File: src/rtl/psram_pkg.sv
package psram_pkg;

  localparam int BURST_LEN = 4;

  // Low two address bits of a burst beat.
  function automatic logic [1:0] burst_low(input logic [1:0] start,
                                           input logic [1:0] step,
                                           input logic       interleave);
    logic [1:0] r;
    if (interleave) r = start ^ step;
    else            r = start + step;
    return r;
  endfunction

endpackage

File: src/rtl/psram_ctrl.sv
module psram_ctrl
  import psram_pkg::*;
#(
  parameter int ADDR_W = 6,
  parameter int LANES  = 4
) (
  input  logic              clk,
  input  logic              rst_n,
  input  logic [ADDR_W-1:0] addr,
  input  logic              ads_n,
  input  logic              adv_n,
  input  logic              lbo_n,
  input  logic              ce_n,
  input  logic              cs0,
  input  logic              cs1_n,
  input  logic              gw_n,
  input  logic              bwe_n,
  input  logic [LANES-1:0]  bw_n,
  input  logic              zz,
  output logic              beat_v,
  output logic              beat_wr,
  output logic [ADDR_W-1:0] beat_addr,
  output logic [LANES-1:0]  beat_mask
);

  logic              selected;
  logic              load_fire;
  logic              cont_fire;
  logic              cnt_step;
  logic [1:0]        cnt;
  logic [1:0]        cnt_nxt;
  logic              active;
  logic              ilv;
  logic [ADDR_W-1:0] base;
  logic [LANES-1:0]  mask_now;

  always_comb begin
    selected  = !ce_n && cs0 && !cs1_n;
    load_fire = !zz && selected && !ads_n;
    cont_fire = !zz && selected && ads_n && active;
    cnt_step  = cont_fire && !adv_n;
    cnt_nxt   = cnt_step ? cnt + 2'd1 : cnt;
    if (!gw_n)       mask_now = '1;
    else if (!bwe_n) mask_now = ~bw_n;
    else             mask_now = '0;
  end

  always_ff @(posedge clk) begin
    if (!rst_n) begin
      active    <= 1'b0;
      cnt       <= 2'd0;
      ilv       <= 1'b0;
      base      <= '0;
      beat_v    <= 1'b0;
      beat_wr   <= 1'b0;
      beat_addr <= '0;
      beat_mask <= '0;
    end else begin
      if (load_fire) begin
        base   <= addr;
        ilv    <= lbo_n;
        cnt    <= 2'd0;
        active <= 1'b1;
      end else if (cont_fire) begin
        cnt <= cnt_nxt;
      end else if (!zz && !selected) begin
        active <= 1'b0;
      end
      beat_v    <= load_fire || cont_fire;
      beat_wr   <= (load_fire || cont_fire) && (|mask_now);
      beat_mask <= mask_now;
      if (load_fire)
        beat_addr <= addr;
      else if (cont_fire)
        beat_addr <= {base[ADDR_W-1:2], burst_low(base[1:0], cnt_nxt, ilv)};
    end
  end

  p_cnt_step_r4: assert property (@(posedge clk) disable iff (!rst_n)
    cnt_step |=> (cnt == $past(cnt) + 2'd1));

  p_cnt_hold_r5: assert property (@(posedge clk) disable iff (!rst_n)
    (cont_fire && adv_n) |=> (beat_v && $stable(beat_addr)));

  p_gw_all_r7: assert property (@(posedge clk) disable iff (!rst_n)
    (load_fire && !gw_n) |=> (beat_wr && (&beat_mask)));

  p_sleep_hold_r11: assert property (@(posedge clk) disable iff (!rst_n)
    zz |=> (!beat_v && $stable(cnt) && $stable(active)));

endmodule

File: src/rtl/psram_array.sv
module psram_array #(
  parameter int ADDR_W = 6,
  parameter int LANES  = 4,
  parameter int LANE_W = 9
) (
  input  logic                    clk,
  input  logic                    wr_en,
  input  logic [ADDR_W-1:0]       wr_addr,
  input  logic [LANES-1:0]        wr_mask,
  input  logic [LANES*LANE_W-1:0] wr_data,
  input  logic [ADDR_W-1:0]       rd_addr,
  output logic [LANES*LANE_W-1:0] rd_data
);

  localparam int DEPTH = 1 << ADDR_W;

  for (genvar g = 0; g < LANES; g++) begin : g_lane
    logic [LANE_W-1:0] mem [DEPTH];
    always_ff @(posedge clk) begin
      if (wr_en && wr_mask[g])
        mem[wr_addr] <= wr_data[g*LANE_W +: LANE_W];
    end
    assign rd_data[g*LANE_W +: LANE_W] = mem[rd_addr];
  end

endmodule

File: src/rtl/psram_out.sv
module psram_out #(
  parameter int DW = 36
) (
  input  logic          clk,
  input  logic          rst_n,
  input  logic          rd_fire,
  input  logic [DW-1:0] rd_data,
  input  logic          oe_n,
  output logic [DW-1:0] dout,
  output logic          dout_drive
);

  logic [DW-1:0] q;
  logic          q_valid;

  always_ff @(posedge clk) begin
    if (!rst_n) begin
      q       <= '0;
      q_valid <= 1'b0;
    end else begin
      q_valid <= rd_fire;
      if (rd_fire) q <= rd_data;
    end
  end

  assign dout_drive = q_valid && !oe_n;
  assign dout       = dout_drive ? q : '0;

  p_desel_off_r9: assert property (@(posedge clk) disable iff (!rst_n)
    !rd_fire |=> !dout_drive);

endmodule

File: src/rtl/psram_burst.sv
module psram_burst #(
  parameter int ADDR_W = 6,
  parameter int LANES  = 4,
  parameter int LANE_W = 9
) (
  input  logic                    clk,
  input  logic                    rst_n,
  input  logic [ADDR_W-1:0]       addr,
  input  logic [LANES*LANE_W-1:0] din,
  input  logic                    ads_n,
  input  logic                    adv_n,
  input  logic                    lbo_n,
  input  logic                    ce_n,
  input  logic                    cs0,
  input  logic                    cs1_n,
  input  logic                    gw_n,
  input  logic                    bwe_n,
  input  logic [LANES-1:0]        bw_n,
  input  logic                    oe_n,
  input  logic                    zz,
  output logic [LANES*LANE_W-1:0] dout,
  output logic                    dout_drive
);

  localparam int DW = LANES * LANE_W;

  logic              beat_v;
  logic              beat_wr;
  logic [ADDR_W-1:0] beat_addr;
  logic [LANES-1:0]  beat_mask;
  logic [DW-1:0]     rd_data;
  logic              wr_fire;
  logic              rd_fire;

  assign wr_fire = beat_v && beat_wr;
  assign rd_fire = beat_v && !beat_wr;

  psram_ctrl #(.ADDR_W(ADDR_W), .LANES(LANES)) u_ctrl (
    .clk(clk), .rst_n(rst_n), .addr(addr), .ads_n(ads_n), .adv_n(adv_n),
    .lbo_n(lbo_n), .ce_n(ce_n), .cs0(cs0), .cs1_n(cs1_n), .gw_n(gw_n),
    .bwe_n(bwe_n), .bw_n(bw_n), .zz(zz), .beat_v(beat_v), .beat_wr(beat_wr),
    .beat_addr(beat_addr), .beat_mask(beat_mask)
  );

  psram_array #(.ADDR_W(ADDR_W), .LANES(LANES), .LANE_W(LANE_W)) u_array (
    .clk(clk), .wr_en(wr_fire), .wr_addr(beat_addr), .wr_mask(beat_mask),
    .wr_data(din), .rd_addr(beat_addr), .rd_data(rd_data)
  );

  psram_out #(.DW(DW)) u_out (
    .clk(clk), .rst_n(rst_n), .rd_fire(rd_fire), .rd_data(rd_data),
    .oe_n(oe_n), .dout(dout), .dout_drive(dout_drive)
  );

endmodule

File: config.mk
export PLATFORM = sky130hd
export DESIGN_NAME = psram_burst
export DESIGN_NICKNAME = d
export VERILOG_FILES = /design/src/rtl/psram_pkg.sv /design/src/rtl/psram_ctrl.sv /design/src/rtl/psram_array.sv /design/src/rtl/psram_out.sv /design/src/rtl/psram_burst.sv
export SDC_FILE = /design/constraint.sdc
export NUM_CORES = 2
export LEC_CHECK = 0
export ABC_AREA = 1
export BUFFER_PORTS_ARGS = -buffer_cell sky130_fd_sc_hd__buf_4
export CAP_MARGIN = 40
export CORE_MARGIN = 4
export CORE_UTILIZATION = 25
export CTS_CLUSTER_DIAMETER = 60
export DETAILED_ROUTE_END_ITERATION = 7
export PLACE_DENSITY = 0.44
export SYNTH_ARGS = -nofsm -noshare
export SYNTH_HDL_FRONTEND = slang
export SYNTH_SLANG_ARGS = --single-unit
File: constraint.sdc
create_clock -name clk -period 2.61 [get_ports clk]
set_input_delay 0.3915 -clock clk [delete_from_list [all_inputs] [get_ports clk]]
set_output_delay 0.3915 -clock clk [all_outputs]
set_load 0.02 [all_outputs]
======== Word level (Yosys, flattened, before mapping) ========
Memories as Yosys holds them, arrays and structs flattened. A register that Yosys moved wholly into a read port is not among the register bits.
Index checks and enable logic that the tools add are counted.
cells by class
  muxes and demuxes ....................... 18
  $add $sub $neg .......................... 2
  reduce and logical (&&, ||, !) cells .... 34
  equality and inequality tests ........... 1
  bitwise logic cells ..................... 3
operator list
  cell                                                              number
  36-bit 2-to-1 mux                                                 1
  1-bit logical AND                                                 16
  1-bit logical NOT                                                 12
  6-bit 2-to-1 mux                                                  2
  1-bit 2-to-1 mux                                                  11
  4-bit 2-to-1 mux                                                  2
  2-bit 2-to-1 mux                                                  2
  4-bit NOT                                                         1
  2-bit nonzero test                                                2
  4-bit OR reduction                                                1
  2-bit by 1-bit adder with 2-bit output (second input constant)    1
  2-bit adder                                                       1
  2-bit by 1-bit != test with 1-bit output (second input constant)  1
  2-bit AND reduction                                               1
  2-bit OR reduction                                                1
  2-bit bitwise XOR                                                 1
  1-bit logical OR                                                  1
  1-bit NOT                                                         1
word-level totals
  memories kept ........................... 4
  input port bits ......................... 58
  RAM bits ................................ 2304
  flip-flop bits (word level) ............. 23
  output and inout port bits .............. 37
  word-level logic and storage cells ...... 71
memories
  name                   words  bits a word  rd ports  clocked after Yosys merged registers in  wr ports  line               source
  u_array.g_lane[0].mem  64     9            1         1                                        1         psram_array.sv:18  logic [LANE_W-1:0] mem [DEPTH];
  u_array.g_lane[1].mem  64     9            1         1                                        1         psram_array.sv:18
  u_array.g_lane[2].mem  64     9            1         1                                        1         psram_array.sv:18
  u_array.g_lane[3].mem  64     9            1         1                                        1         psram_array.sv:18

======== Logic depth before layout (Yosys ltp) ========
  word-level depth ........................ 12
  gate-level depth with buffers ........... 17
  depth with buffers taken out ............ 13

======== By module ========
Synthesis repeated with hierarchy kept, for this count alone.
second synthesis, totals
  cell total of the unflattened synthesis .. 8267
  area total of the unflattened synthesis .. 96184.7 um^2
modules (own cells, without submodules)
  module       cells an instance  instances  sequential area each (um^2)  area an instance (um^2)
  psram_array  7847               1          69186.4                      93320.8
  psram_out    309                1          740.7                        1860.5
  psram_ctrl   107                1          440.4                        985.9
  psram_burst  4                  1          0.0                          17.5

======== Least setup slack after synthesis ========
Ideal clock, no wire load.
  kind .................................... register -> register
  start ................................... register u_ctrl.beat_addr[0]
  end ..................................... memory u_array.g_lane[0].mem[0][0], enable pin
  library setup time ...................... 0.374 ns
  stages on the path, launching flop included .. 8
  data required time ...................... 2.236 ns
  clock period less this slack ............ 2.123 ns
  data arrival time ....................... 1.749 ns
  setup slack ............................. 0.487 ns
  buffers on the path ..................... 4
  path through ............................ dfxtp_1 > buf_6 > buf_6 > buf_4 > buf_2 > nor2_1 > nand2_1 > nor2_1
RTL lines
  element                 line               source
  start, declared         psram_ctrl.sv:22   output logic [ADDR_W-1:0] beat_addr,
  start signal, assigned  psram_ctrl.sv:73   beat_addr <= addr;
  start signal, assigned  psram_ctrl.sv:75   beat_addr <= {base[ADDR_W-1:2], burst_low(base[1:0], cnt_nxt, ilv)};
  end, declared           psram_array.sv:18
No word-level cell before the write port.

======== Worst setup path in the final report ========
  start ................................... register u_ctrl.beat_addr[1]
  end ..................................... memory u_array.g_lane[2].mem[50][2], enable pin
RTL lines
  element        line
  end, declared  psram_array.sv:18
No word-level cell before the write port.

==> out/results.ini <==
[drt]
viasPerCell = 4.28
dr.pass1.iters = 6
postRouteAntennaNets = 0
drc = 0
via_count = 69100
routed_wl_um = 344000
wl_per_cell_um = 21.3
first_iter_violations = 5650

[power]
p_leak_nw = 49.1
peakVddDrop_v = 0.000445
p_total_mw = 82.5
p_per_area_nw_per_um2 = 679

[grt]
grt.total_usage = 0.164
overflow = 0
grt_first_pass_wirelength_um = 494000
grt_max_degree = 93
antenna_found_initial = 36
first_global_vias = 67200

[synthesis]
ys_seq_area_frac = 0.703
synth_edf_count = 2304
synth_nets = 10100
ys.warnings.count = 0
synthTopCellsByArea = edfxtp_1 69%, nand2_1 24%, buf_2 1.7%, nor2_1 1.5%, dfxtp_1 1.2%
synth_top_area_frac = 0.691
ys_seq_elements = 2363
synth_ff_type = edfxtp_1
syn_inst = 10100
async_flop_share = 0
yosysTopAreaCell = edfxtp_1
synth_area_per_cell_um2 = 9.93
synthDistinctLibCells = 30
netlist_area_um2 = 100000

[layout]
finalInstanceArea_um2 = 121000
final_cell_mix = 6490 x nand2_1, 2304 x edfxtp_1, 584 x buf_4
area_delta_synth_final_pct = 21.3
final_common_cell = nand2_1
n_fill_cell = 41200
drive_above_1_share = 0.108
final_nets = 10700

[clock_tree]
htree_levels = 5
clock-root-buffer = clkbuf_16
cts-buffers-inserted = 281
clk_pin_slew_ns = 0.06
cts_tree = built
cts_buffer_depth = 4
cts_sinks = 2363
insertion_delay_ns = 0.89

[setup_path]
cp-end-kind = register
cpPeakStageDelay_ns = 0.54
setup.worst_path.class = reg2reg
worstPathMaxFanout = 9
crit_top_cell = buf_4
worstPathCellList = inv_8 -> nor2_2 -> inv_1 -> nor2_2 -> buf_4 -> nand2_1 -> buf_4 -> nor2_1 -> buf_4
cp_slowest_cell = nor2_1
required_ns = 3.17
worstPathArrival_ns = 3.12
start_kind = register

[place]
place_area_um2 = 112000
dp_slack_ns = -0.0279
io_buffers = 94
gp_congestion = 0.820
dp_hpwl_um = 222000

[sta]
fin_worst_skew_ns = 0.0251
hold_viol = 0
rsz0062_at_grt = true
fmax_mhz = 392
slew_violations = 0
final-setup-viol-count = 0
fin_crit_ns = 2.55
fin_crit_sh = 0.978
tightestPinTransition_ns = 0.916
worst_slack_ns = 0.0563
slew-limit-headroom = 0.390

[die]
die_y_um = 641
placementRows = 232
coreArea_um2 = 399000
dieArea_um2 = 411000
start_util = 0.251
io_pins = 95
die_w_um = 641

[job]
cap_violations = 0

[status]
status = finished clean

[worst_hold_path]
hold_path_class = in2reg

[flip-flops by register name (all words and copies together), names as in the netlist, 2 cells and up]
signal and count:
u_array.g_lane.mem 2304, u_ctrl.base 6, u_ctrl.beat_addr 6, u_ctrl.beat_mask 4
u_ctrl.cnt 2, u_out.q 36
[kinds of logic after synthesis]
kind of cell / after synthesis / share of synthesized area
adder cells (fa/ha/maj): 1 / 0.000125
AND/OR/NAND/NOR: 6971 / 0.263
buffers and inverters: 663 / 0.0296
flip-flops: 2363 / 0.703
multiplexers: 4 / 0.000400
XOR/XNOR: 1 / 0.0000875
AO/OA/AOI/OAI: 87 / 0.00451
[cell type report]
class | count | area [µm²] | area share
Sequential cell | 2363 | 70400 | 0.579
Clock inverter | 157 | 1220 | 0.0101
Antenna cell | 9 | 22.5 | 0.000185
Timing Repair Buffer | 802 | 8240 | 0.0678
Multi-Input combinational cell | 7064 | 27000 | 0.222
Tap cell | 5265 | 6590 | 0.0542
Inverter | 140 | 573 | 0.00472
Clock buffer | 345 | 7500 | 0.0618
[metal layers]
layer,global-route usage,part of all wire,vias up
met5,0,0.000038,-
met4,0.0541,0.033,2
met3,0.0155,0.038,470
met2,0.278,0.48,1480
met1,0.219,0.44,33600
li1,-,-,33600
[path summary, 6_finish.rpt]
kind                                     startpoint                            to  slack, ns  cells past startpoint
worst max-delay path            u_ctrl.beat_addr[1]  u_array.g_lane[2].mem[50][2]       0.06                      9
worst min-delay path                         din[7]  u_array.g_lane[0].mem[31][7]       0.08                      1
worst max register to register  u_ctrl.beat_addr[1]  u_array.g_lane[2].mem[50][2]       0.06                      9
worst min register to register           u_ctrl.ilv                    u_ctrl.ilv       0.47                      2
[repair_timing]
action,4_1_cts,5_1_grt
hold endpoints to repair,542,0
buffers inserted,1,0
hold buffers,50,0
pin swaps,0,0
gates cloned,0,1
resized for setup,10,6
endpoints found under the setup margin,32,22
[where the power goes]
| part | switching [mW] | internal [mW] |
|---|---|---|
| Clock | 15.9 | 21.9 |
| Combinational | 2.30 | 0.798 |
| Sequential | 0.0127 | 41.6 |
[stage by stage]
stage          TNS [ns]   util  hold slack (ns)  cells
4_1_cts               0  0.304           0.0123  16100
5_1_grt         -0.0787  0.304           0.0634  16100
6_report              0  0.304           0.0769  16100
2_1_floorplan         0      -            0.429  10100
3_3_place_gp      -2.88  0.280            0.446  15600
3_5_place_dp    -0.0279  0.281            0.452  15600
[worst max-delay path, delay by kind of cell (launching register included)]
family	cells	cell delay [ns]
buffers and inverters	5	0.82
flip-flops	1	0.44
AND/OR/NAND/NOR	4	0.97
[synthesized netlist by cell type, types with 3 or more instances]
cell type	instances
a21oi_1	52
buf_1	20
buf_2	332
buf_4	5
buf_6	5
clkbuf_1	161
dfxtp_1	59
edfxtp_1	2304
inv_1	134
inv_2	3
mux2i_1	4
nand2_1	6490
nand3_1	48
nor2_1	408
nor2_2	9
nor3_2	8
o211ai_1	4
o21ai_0	19
o21ai_1	9
Power figures use the tool's default switching activity.
